$ cat src/rtl/chain_pkg.sv
package chain_pkg;
  typedef enum logic [1:0] {
    MODE_CODEBOOK = 2'd0,
    MODE_BLKCHAIN = 2'd1,
    MODE_OUTFB    = 2'd2,
    MODE_CIPHFB   = 2'd3
  } chain_mode_e;

  typedef enum logic [1:0] {
    ST_IDLE = 2'd0,
    ST_BUSY = 2'd1,
    ST_HOLD = 2'd2
  } chain_state_e;

  // segment width in bits for a segment code, block width W
  function automatic int unsigned seg_bits(input logic [1:0] code, input int unsigned w);
    return w >> (3 - code);
  endfunction
endpackage

$ cat src/rtl/chain_pre.sv
module chain_pre
  import chain_pkg::*;
#(
  parameter int unsigned BLK_W = 64
) (
  input  chain_mode_e      mode,
  input  logic             decrypt,
  input  logic [BLK_W-1:0] data,
  input  logic [BLK_W-1:0] chain,
  output logic [BLK_W-1:0] blk,
  output logic             dir_dec
);
  always_comb begin
    blk     = data;
    dir_dec = 1'b0;
    unique case (mode)
      MODE_CODEBOOK: begin
        blk     = data;
        dir_dec = decrypt;
      end
      MODE_BLKCHAIN: begin
        blk     = decrypt ? data : (data ^ chain);
        dir_dec = decrypt;
      end
      default: begin
        // both feedback modes run the engine forward on the chain
        blk     = chain;
        dir_dec = 1'b0;
      end
    endcase
  end
endmodule

$ cat src/rtl/chain_post.sv
module chain_post
  import chain_pkg::*;
#(
  parameter int unsigned BLK_W = 64
) (
  input  chain_mode_e      mode,
  input  logic             decrypt,
  input  logic [1:0]       seg,
  input  logic [BLK_W-1:0] data,
  input  logic [BLK_W-1:0] chain,
  input  logic [BLK_W-1:0] result,
  output logic [BLK_W-1:0] out_word,
  output logic [BLK_W-1:0] chain_nxt
);
  localparam logic [BLK_W-1:0] ONES = {BLK_W{1'b1}};

  int unsigned      s;
  logic [BLK_W-1:0] mask;
  logic [BLK_W-1:0] keystream;
  logic [BLK_W-1:0] seg_out;
  logic [BLK_W-1:0] seg_ct;

  always_comb begin
    s         = seg_bits(seg, BLK_W);
    mask      = ONES >> (BLK_W - s);
    keystream = result >> (BLK_W - s);
    seg_out   = (keystream ^ data) & mask;
    seg_ct    = decrypt ? (data & mask) : seg_out;
  end

  always_comb begin
    out_word  = result;
    chain_nxt = chain;
    unique case (mode)
      MODE_CODEBOOK: begin
        out_word  = result;
        chain_nxt = chain;
      end
      MODE_BLKCHAIN: begin
        out_word  = decrypt ? (result ^ chain) : result;
        chain_nxt = decrypt ? data : result;
      end
      MODE_OUTFB: begin
        out_word  = result ^ data;
        chain_nxt = result;
      end
      default: begin
        out_word  = seg_out;
        chain_nxt = (s == BLK_W) ? seg_ct : ((chain << s) | seg_ct);
      end
    endcase
  end
endmodule

$ cat src/rtl/chain_ctrl.sv
module chain_ctrl
  import chain_pkg::*;
(
  input  logic clk,
  input  logic rst,
  input  logic in_valid,
  input  logic out_ready,
  input  logic eng_ack,
  input  logic irq_en,
  output logic in_ready,
  output logic accept,
  output logic capture,
  output logic eng_req,
  output logic out_valid,
  output logic data_ready,
  output logic irq
);
  chain_state_e st, st_nxt;
  logic         dr_nxt;

  assign in_ready  = (st == ST_IDLE) || ((st == ST_HOLD) && out_ready);
  assign accept    = in_valid && in_ready;
  assign capture   = (st == ST_BUSY) && eng_ack;
  assign eng_req   = (st == ST_BUSY);
  assign out_valid = (st == ST_HOLD);

  always_comb begin
    st_nxt = st;
    unique case (st)
      ST_IDLE: if (accept) st_nxt = ST_BUSY;
      ST_BUSY: if (eng_ack) st_nxt = ST_HOLD;
      ST_HOLD: if (out_ready) st_nxt = accept ? ST_BUSY : ST_IDLE;
      default: st_nxt = ST_IDLE;
    endcase
  end

  always_comb begin
    dr_nxt = data_ready;
    if (accept || (out_valid && out_ready)) dr_nxt = 1'b0;
    if (capture) dr_nxt = 1'b1;
  end

  always_ff @(posedge clk) begin
    if (rst) begin
      st         <= ST_IDLE;
      data_ready <= 1'b0;
      irq        <= 1'b0;
    end else begin
      st         <= st_nxt;
      data_ready <= dr_nxt;
      irq        <= dr_nxt && irq_en;
    end
  end

  p_req_hold_r8: assert property (@(posedge clk) disable iff (rst)
    eng_req && !eng_ack |=> eng_req);
  p_out_hold_r8: assert property (@(posedge clk) disable iff (rst)
    out_valid && !out_ready |=> out_valid);
  p_ready_excl_r8: assert property (@(posedge clk) disable iff (rst)
    in_ready |-> !eng_req);
  p_dr_clear_r9: assert property (@(posedge clk) disable iff (rst)
    out_valid && out_ready |=> !data_ready);
  p_dr_set_r9: assert property (@(posedge clk) disable iff (rst)
    eng_req && eng_ack |=> data_ready && out_valid);
  p_irq_gate_r9: assert property (@(posedge clk) disable iff (rst)
    irq |-> data_ready);
endmodule

$ cat src/rtl/cipher_chain_ctrl.sv
module cipher_chain_ctrl
  import chain_pkg::*;
#(
  parameter int unsigned BLK_W = 64
) (
  input  logic             clk,
  input  logic             rst,
  input  logic [1:0]       cfg_mode,
  input  logic [1:0]       cfg_seg,
  input  logic             cfg_decrypt,
  input  logic             iv_load,
  input  logic [BLK_W-1:0] iv_value,
  input  logic             irq_en,
  input  logic             in_valid,
  output logic             in_ready,
  input  logic [BLK_W-1:0] in_data,
  output logic             out_valid,
  input  logic             out_ready,
  output logic [BLK_W-1:0] out_data,
  output logic             eng_req,
  output logic             eng_decrypt,
  output logic [BLK_W-1:0] eng_block,
  input  logic             eng_ack,
  input  logic [BLK_W-1:0] eng_result,
  output logic             data_ready,
  output logic             irq
);
  chain_mode_e      lat_mode;
  logic [1:0]       lat_seg;
  logic             lat_dec;
  logic [BLK_W-1:0] lat_data;
  logic [BLK_W-1:0] chain_q;
  logic [BLK_W-1:0] post_out;
  logic [BLK_W-1:0] post_chain;
  logic             accept;
  logic             capture;

  chain_ctrl u_ctrl (
    .clk        (clk),
    .rst        (rst),
    .in_valid   (in_valid),
    .out_ready  (out_ready),
    .eng_ack    (eng_ack),
    .irq_en     (irq_en),
    .in_ready   (in_ready),
    .accept     (accept),
    .capture    (capture),
    .eng_req    (eng_req),
    .out_valid  (out_valid),
    .data_ready (data_ready),
    .irq        (irq)
  );

  chain_pre #(.BLK_W(BLK_W)) u_pre (
    .mode    (lat_mode),
    .decrypt (lat_dec),
    .data    (lat_data),
    .chain   (chain_q),
    .blk     (eng_block),
    .dir_dec (eng_decrypt)
  );

  chain_post #(.BLK_W(BLK_W)) u_post (
    .mode      (lat_mode),
    .decrypt   (lat_dec),
    .seg       (lat_seg),
    .data      (lat_data),
    .chain     (chain_q),
    .result    (eng_result),
    .out_word  (post_out),
    .chain_nxt (post_chain)
  );

  always_ff @(posedge clk) begin
    if (rst) begin
      lat_mode <= MODE_CODEBOOK;
      lat_seg  <= 2'd0;
      lat_dec  <= 1'b0;
      lat_data <= '0;
      chain_q  <= '0;
      out_data <= '0;
    end else begin
      if (accept) begin
        lat_mode <= chain_mode_e'(cfg_mode);
        lat_seg  <= cfg_seg;
        lat_dec  <= cfg_decrypt;
        lat_data <= in_data;
      end
      if (capture) begin
        out_data <= post_out;
        chain_q  <= post_chain;
      end else if (iv_load && !eng_req) begin
        chain_q  <= iv_value;
      end
    end
  end

  p_stream_dir_r4: assert property (@(posedge clk) disable iff (rst)
    eng_req && (lat_mode == MODE_OUTFB || lat_mode == MODE_CIPHFB) |-> !eng_decrypt);
  p_seg8_zero_r5: assert property (@(posedge clk) disable iff (rst)
    out_valid && lat_mode == MODE_CIPHFB && lat_seg == 2'd0 |-> out_data[BLK_W-1:8] == '0);
  p_iv_ignored_r7: assert property (@(posedge clk) disable iff (rst)
    eng_req && !eng_ack |=> $stable(chain_q));
  p_block_stable_r10: assert property (@(posedge clk) disable iff (rst)
    eng_req && !eng_ack |=> $stable(eng_block) && $stable(eng_decrypt));
  p_out_stable_r8: assert property (@(posedge clk) disable iff (rst)
    out_valid && !out_ready |=> $stable(out_data));
endmodule

$ cat config.mk
export PLATFORM = sky130hd
export DESIGN_NAME = cipher_chain_ctrl
export DESIGN_NICKNAME = d
export VERILOG_FILES = /design/src/rtl/chain_pkg.sv /design/src/rtl/chain_pre.sv /design/src/rtl/chain_post.sv /design/src/rtl/chain_ctrl.sv /design/src/rtl/cipher_chain_ctrl.sv
export SDC_FILE = /design/constraint.sdc
export NUM_CORES = 1
export LEC_CHECK = 0
export CAP_MARGIN = 20
export CORE_AREA = 2 2 230 164
export DETAILED_ROUTE_END_ITERATION = 6
export DIE_AREA = 0 0 232 166
export PLACE_DENSITY_LB_ADDON = 0.08
export SLEW_MARGIN = 20
export SYNTH_ARGS = -nofsm -noshare
export SYNTH_HDL_FRONTEND = slang
export SYNTH_HIERARCHICAL = 1
export SYNTH_SLANG_ARGS = --single-unit
$ cat constraint.sdc
create_clock -name clk -period 5.52 [get_ports clk]
set_input_delay 1.104 -clock clk [delete_from_list [all_inputs] [get_ports clk]]
set_output_delay 1.104 -clock clk [all_outputs]
set_load 0.1 [all_outputs]
==> results of run 1 <==
## synth_stat cells (all sizes together) (2+ instances only)
cell type	instances
a2111oi	64
a211oi	17
a21o	2
a21oi	246
a221oi	48
a22oi	48
a2bb2oi	2
a31o	17
a31oi	12
and2	5
and2b	3
buf	170
clkbuf	69
dfxtp	201
inv	83
mux2	9
mux2i	248
mux4	7
nand2	106
nand2b	14
nand3	5
nand3b	2
nor2	292
nor2b	39
nor3	331
o21a	4
o21ai	62
o21bai	7
o221a	20
o221ai	53
o22a	6
o22ai	31
o311ai	7
o32ai	2
or3b	7
xnor2	101
xor2	17
## tightest hold or removal path: stages, from the launching register on
cell,delay (ns)
dfxtp_1,0.33
mux2i_1,0.07
nor2_1,0.07
## registers in the layout (all words and copies together) (netlist names)
signal             count
chain_q               64
lat_data              64
out_data              64
lat_mode               2
lat_seg                2
u_ctrl/st              2
lat_dec                1
u_ctrl/data_ready      1
u_ctrl/irq             1
## cell type report
class	instances	share of cell area, %
clock buffer	35	3.37
clock inverter	10	0.530
inverter	84	1.45
multi-input combinational	1844	57.0
sequential	201	18.6
tap	488	2.81
timing repair buffer	374	16.3
## metrics by stage
| step | util, % | setup WS, ns | hold WS (ns) |
|---|---|---|---|
| floorplan | - | 1.50 | 0.462 |
| global placement | 57.1 | 1.40 | 0.478 |
| detailed placement | 57.1 | 1.44 | 0.485 |
| CTS | 59.5 | 1.10 | 0.500 |
| global route | 59.5 | 0.918 | 0.522 |
| finish | 59.5 | 0.995 | 0.498 |
## power by group through the flow
stage | sequential, mW | combinational (mW) | clock [mW]
after floorplan | 1.87 | 1.52 | 0
after global placement | 1.89 | 2.10 | 0
after detailed placement | 1.89 | 2.13 | 0
after CTS | 1.86 | 2.14 | 1.75
after global routing | 1.89 | 2.31 | 1.82
final | 1.88 | 2.18 | 1.74
## routing by layer
layer	vias to the layer above	GRT usage (%)	wire length (µm)
met4	4	14.2	3140
met3	228	9.15	9350
met5	-	0	26
met1	9478	52.3	31400
met2	1400	54.3	31200
li1	9044	-	-
## final timing paths
path | endpoint | depth (start not counted) | start | slack, ns
hold / removal | out_data[15]$_SDFFE_PP0P_ | 2 | out_data[15]$_SDFFE_PP0P_ | 0.50
setup reg to reg | out_data[13]$_SDFFE_PP0P_ | 8 | lat_dec$_SDFFE_PP0P_ | 1.51
hold reg to reg | out_data[15]$_SDFFE_PP0P_ | 2 | out_data[15]$_SDFFE_PP0P_ | 0.50
setup / recovery | eng_block[10] | 5 | lat_dec$_SDFFE_PP0P_ | 0.99
## cell families after synthesis
kind of cell | Yosys count | synth area share [%]
AND/OR/NAND/NOR | 809 | 20.4
XOR/XNOR | 118 | 5.73
buffers and inverters | 323 | 9.22
multiplexers | 264 | 15.2
flip-flops | 201 | 22.3
AO/OA/AOI/OAI | 653 | 27.1
==> results.md, run 1 <==
- Status: finished with violations
- Failing checks: DRC
- Unrepaired setup endpoints after global routing: false
- Sequential-to-total area share from yosys stat: around 22%
- Total power: between 5 and 6 mW
- Post-synth EDFFs: 0
- Final Setup Violations: 0
- # fillers: around 3.3k
- Placed inst area: roughly 21,000 µm²
- Core Area: between 30,000 and 40,000 µm²
- Drt total wl: approximately 75 mm
- DRT antenna net count: 0
- PortBufs: around 340
- Area grow syn2layout: 20.5%
- Worst setup SP type: register
- Final Hold Fails: 0
- Register share of total power: 32.5%
- Slew headroom: 26.1%
- Top cells by area, synth: dfxtp_1 (22%), mux2i_1 (14%), nor3_1 (9.2%), a21oi_1 (6.8%), nor2_1 (6.1%)
- Maximum vdd drop: about 0.2 mV
- Detail Placement HPWL: 51.6 mm
- TritonCTS clock tree: done
- Clock root buffer: clkbuf_16
- Crit path required time: roughly 4.4 ns
- Max-cap violations: 0
- Yosys top cell by area: dfxtp_1
- Number of antenna violations at the first check in global routing: 3
- Placed cells: between 2k and 3k
- Antenna Cells: 0
- Buf+Inv Stages, Crit Path: 2
- Critical-path cell list: nand2b_2 > buf_4 > nor3_1 > nor3_1 > buf_4
- Worst Hold Class: register to register
- Sw frac: ~42%
- Sw Pwr: 2.44 mW
- Clock skew: approximately 0.012 ns
- Htree depth: 1
- Final std cells w/o fill: 3,036
- Post-cts sizing count: 0
- Final instance area: roughly 22,000 µm²
- Top cell type's share of synthesized area: between 20 and 25%
- Commonest non-fill, non-tap cell in the layout: nor3_1
- Synth unique cells: 66
- IO Pins: ~340
- FP Rows: 59
- Max-slew violations: 0
- Post-CTS Setup Bufs: 0
- Pin count of the biggest net entering global routing: between 150 and 200
- Die width: approximately 230 µm
- Vias in the first global route: approximately 18k
- Clock power share: 30.0%
- CP Max Fanout: 68
- Clock Sinks: between 200 and 250
- Syn Nets: about 2.6k
- Setup TNS: 0 ns
- Register area: 4040 µm²
- Worst-path clk slew: roughly 0.06 ns
- Crit path kind: register to primary output
- PD cells: about 270 nW/µm²
- Max Freq: ~0.22 GHz
- First-pass GRT wire length: approximately 110 mm
- Synth Flop Type: dfxtp_1
- Layout cell share with drive strength beyond 1: approximately an eighth
- Most frequent cells in the layout: nor3_1 (330), nor2_1 (290), clkdlybuf4s50_1 (272)
- YS warnings: 6
- Via density: 6.64
- Initial Util: 49.3%
- DR pass1 iterations: 7
- Syn Area/Cell: 7.61 µm²
- Worst-Skew Late Latency: 0.56 ns
- Synthesized cell area: 18,000 µm²
- RD Place Congestion: between 0.9 and 1
- Post-synth ARST share: 0%
- Crit path DAT: 3.42 ns
- Clock buffer count from CTS: 25
- Multi-input logic area: roughly 12,000 µm²
- CP delay by family, top: simple AND/OR/NAND/NOR gates
- Total global-route track usage: a little under two fifths
- Gate power share: 37.5%
- Iter 0 DRT Violations: ~3.2k
- Drc violations: 3
- Crit-path max cell delay: roughly 0.93 ns
- Fin nets: approximately 2.7k
- Worst-Margin Slew: 1.11 ns
- Slowest cell on crit path: dfxtp_4
- Per-cell routed wire length: approximately 25 µm
- Flop and latch count out of synthesis: between 200 and 250
- CTS max path bufs: 3
- CP endpoint kind: primary output
- Crit share post-route: around four fifths
- Detailed-route via count: just over 20k
- P_int: roughly 3.4 mW
- Total leakage power: 7.29 nW
- Die Y: about 170 µm
- Overflow after GRT: 0
- CTS Hold Buffers Added: 0
- Die area: about 39,000 µm²
- Cells after Synth: roughly 2.4k
- Fin crit period: 4.53 ns
No activity file was read; power rests on OpenSTA's default activity.
==> run 2, diff against run 1 <==
- CORE_AREA: 2 2 230 164 -> 2 2 233 166
- DIE_AREA: 0 0 232 166 -> 0 0 235 168
- clock period: 5.52 -> 3.9 ns (I/O delays scaled with it)
==> run 2 against run 1 <==
  * The flow now finishes without violations
  * Via count increased by 1.5%
  * Register-to-register slack got worse by 0.67 ns
  * Non-clock buffer count increased by 16
  * Clock skew increased by 0.0054 ns
  * Hold slack got worse by 0.0022 ns
  * Sequential cell count unchanged
  * Worst setup slack got worse by 0.61 ns
  * Sequential power increased by 42%
  * Clock-buffer cell count decreased by 1
  * Die area increased by 2.5%
  * Sequential share of layout area decreased by 0.94 points
  * Critical path type unchanged
==> results.md, run 2 (same netlist as run 1, synthesis figures left out) <==
- Post-cts sizing count: 0 (unchanged)
- Reg2reg setup slack: 0.84 ns (-0.67 ns)
- Crit path kind: register to primary output
- Max-cap violations: 0 (unchanged)
- RD Place Congestion: 0.956 (+2.4%)
- CP endpoint kind: primary output
- Worst-Skew Late Latency: 0.56 ns (about the same)
- PD cells: 376 nW/µm² (+41%)
- Setup crit end: eng_block[7]
- Die Y: 168 µm (+1.2%)
- Critical R2R Capture: chain_q[53]$_SDFFE_PP0P_
- TritonCTS clock tree: done
- Worst-path clk slew: 0.06 ns (about the same)
- Area grow syn2layout: 26.9%
- FP Rows: 60 (+1.7%)
- Final Util: 60.8% (+1.4 points)
- Fin crit period: 3.52 ns
- Status: finished, final reports clean
- Crit path required time: 3.12 ns (-1.30 ns)
- Multi-input logic area: 12,400 µm² (about the same)
- CP Max Fanout: 59 (-13%)
- Final Setup Violations: 0 (unchanged)
- Core Area: 37,600 µm² (+2.9%)
- Overflow after GRT: 0 (unchanged)
- Worst r2r src: lat_mode[0]$_SDFFE_PP0P_
- Placed cells: 3,015 (+0.80%)
- PortBufs: 337 (unchanged)
- Final std cells w/o fill: 3,062 (+0.86%)
- Clock skew: 0.0171 ns (+0.00537 ns)
- Register area: 4040 µm² (unchanged)
- Layout cell share with drive strength beyond 1: 12.4% (+0.63 points)
- Drc violations: 0 (-3)
- Max Freq: about 0.28 GHz
- Detailed-route via count: 20.5k (+1.5%)
- Htree depth: 1 (unchanged)
- Number of antenna violations at the first check in global routing: 8 (+5)
- Crit share post-route: 90.3%
- Iter 0 DRT Violations: 2,951 (-7.7%)
- Crit path from: lat_mode[0]$_SDFFE_PP0P_
- Worst Hold Class: register to register
- Commonest non-fill, non-tap cell in the layout: nor3_1
- Clock root buffer: clkbuf_16
- Hold_ws: 0.496 ns (-0.00223 ns)
- DR pass1 iterations: 7 (unchanged)
- First-pass GRT wire length: 116 mm (+4.0%)
- Maximum vdd drop: 0.325 mV (+58%)
- Reg2Reg Depth: 8 (unchanged)
- Setup TNS: 0 ns (unchanged)
- Clock buffer count from CTS: 24 (-4.0%)
- Unrepaired setup endpoints after global routing: false
- Crit path DAT: 2.74 ns (-0.68 ns)
- Via density: 6.68 (+0.68%)
- Total leakage power: 7.66 nW (+5.1%)
- Final instance area: 22,900 µm² (+5.3%)
- CTS Hold Buffers Added: 0 (unchanged)
- DRT antenna net count: 0 (unchanged)
- Max-slew violations: 0 (unchanged)
- Final Hold Fails: 0 (unchanged)
- IO Pins: 338 (unchanged)
- Worst setup SP type: register
- Placed inst area: 22,000 µm² (+5.3%)
- Largest regs: chain_q: 64 flops, lat_data: 64 flops, out_data: 64 flops
- CTS max path bufs: 3 (unchanged)
- Initial Util: 47.9% (-1.4 points)
- Per-cell routed wire length: 25.9 µm (+4.7%)
- Vias in the first global route: 18.5k (+0.69%)
- Worst-Margin Slew: 1.03 ns (-0.0756 ns)
- Most frequent cells in the layout: nor3_1 (330), nor2_1 (290), clkdlybuf4s50_1 (270)
- Total global-route track usage: 37.8% (+0.69 points)
- Slew headroom: 31.1% (+5.1 points)
- Clock Sinks: 201 (unchanged)
- Post-CTS Setup Bufs: 0 (unchanged)
- # fillers: 3,342 (+1.7%)
- Detail Placement HPWL: 54.3 mm (+5.2%)
- Pin count of the biggest net entering global routing: 113 (-29%)
- Fin nets: 2,749 (+0.55%)
- Die width: 235 µm (+1.3%)
- Die area: 39,500 µm² (+2.5%)
- Drt total wl: 79.3 mm (+5.6%)
-- run 2: cell count changes in the layout (fill, tap and decap cells not counted), moves of 2 or more --
cell,delta
buf_12,+79
buf_4,-61
diode_2,+3
bufinv_16,+2
clkbuf_1,-2
clkdlybuf4s50_1,-2
clkinv_2,+2
clkinvlp_4,-2
-- run 2: metal layers --
metal  vias to the layer above  wire length [µm]  track usage (%)
met1                      9705             32200             52.2
met3                       237              9830             9.28
met2                      1445             33400             55.5
li1                       9071                 -                -
met4                         6              3790             17.1
met5                         -                38                0
-- run 2: how the worst min path moves through the flow --
stage	startpoint	end	depth (start not counted)
final	out_data[58]$_SDFFE_PP0P_	out_data[58]$_SDFFE_PP0P_	2
after floorplan	lat_seg[1]$_SDFFE_PP0P_	lat_seg[1]$_SDFFE_PP0P_	2
after global placement	out_data[38]$_SDFFE_PP0P_	out_data[38]$_SDFFE_PP0P_	2
after CTS	out_data[49]$_SDFFE_PP0P_	out_data[49]$_SDFFE_PP0P_	2
after global routing	out_data[5]$_SDFFE_PP0P_	out_data[5]$_SDFFE_PP0P_	2
after detailed placement	out_data[5]$_SDFFE_PP0P_	out_data[5]$_SDFFE_PP0P_	2
-- run 2: critical path, stage by stage (launching register included) --
cell     delay [ns]
dfxtp_4        0.80
nor2b_4        0.31
buf_4          0.35
nor3_1         0.08
nor3_1         0.39
buf_12         0.24
-- run 2: area by class of cell --
| type | count | share of cell area, % |
|---|---|---|
| Multi-Input combinational cell | 1844 | 54.1 |
| Sequential cell | 201 | 17.7 |
| Clock inverter | 10 | 0.656 |
| Clock buffer | 34 | 3.23 |
| Antenna cell | 3 | 0.0328 |
| Tap cell | 496 | 2.71 |
| Timing Repair Buffer | 390 | 20.2 |
| Inverter | 84 | 1.38 |
-- run 2: through the flow --
step	setup WS, ns	power [mW]
final	0.380	8.60
after global placement	0.844	5.91
after global routing	0.326	8.87
after detailed placement	0.796	5.97
after CTS	0.411	8.54
after floorplan	0.200	4.80
-- run 2: where the power goes --
group	switching, mW	internal [mW]	leakage (nW)	total (mW)
clock	1.00	1.58	0.447	2.58
combinational	2.06	1.30	5.56	3.36
sequential	0.462	2.20	1.66	2.67
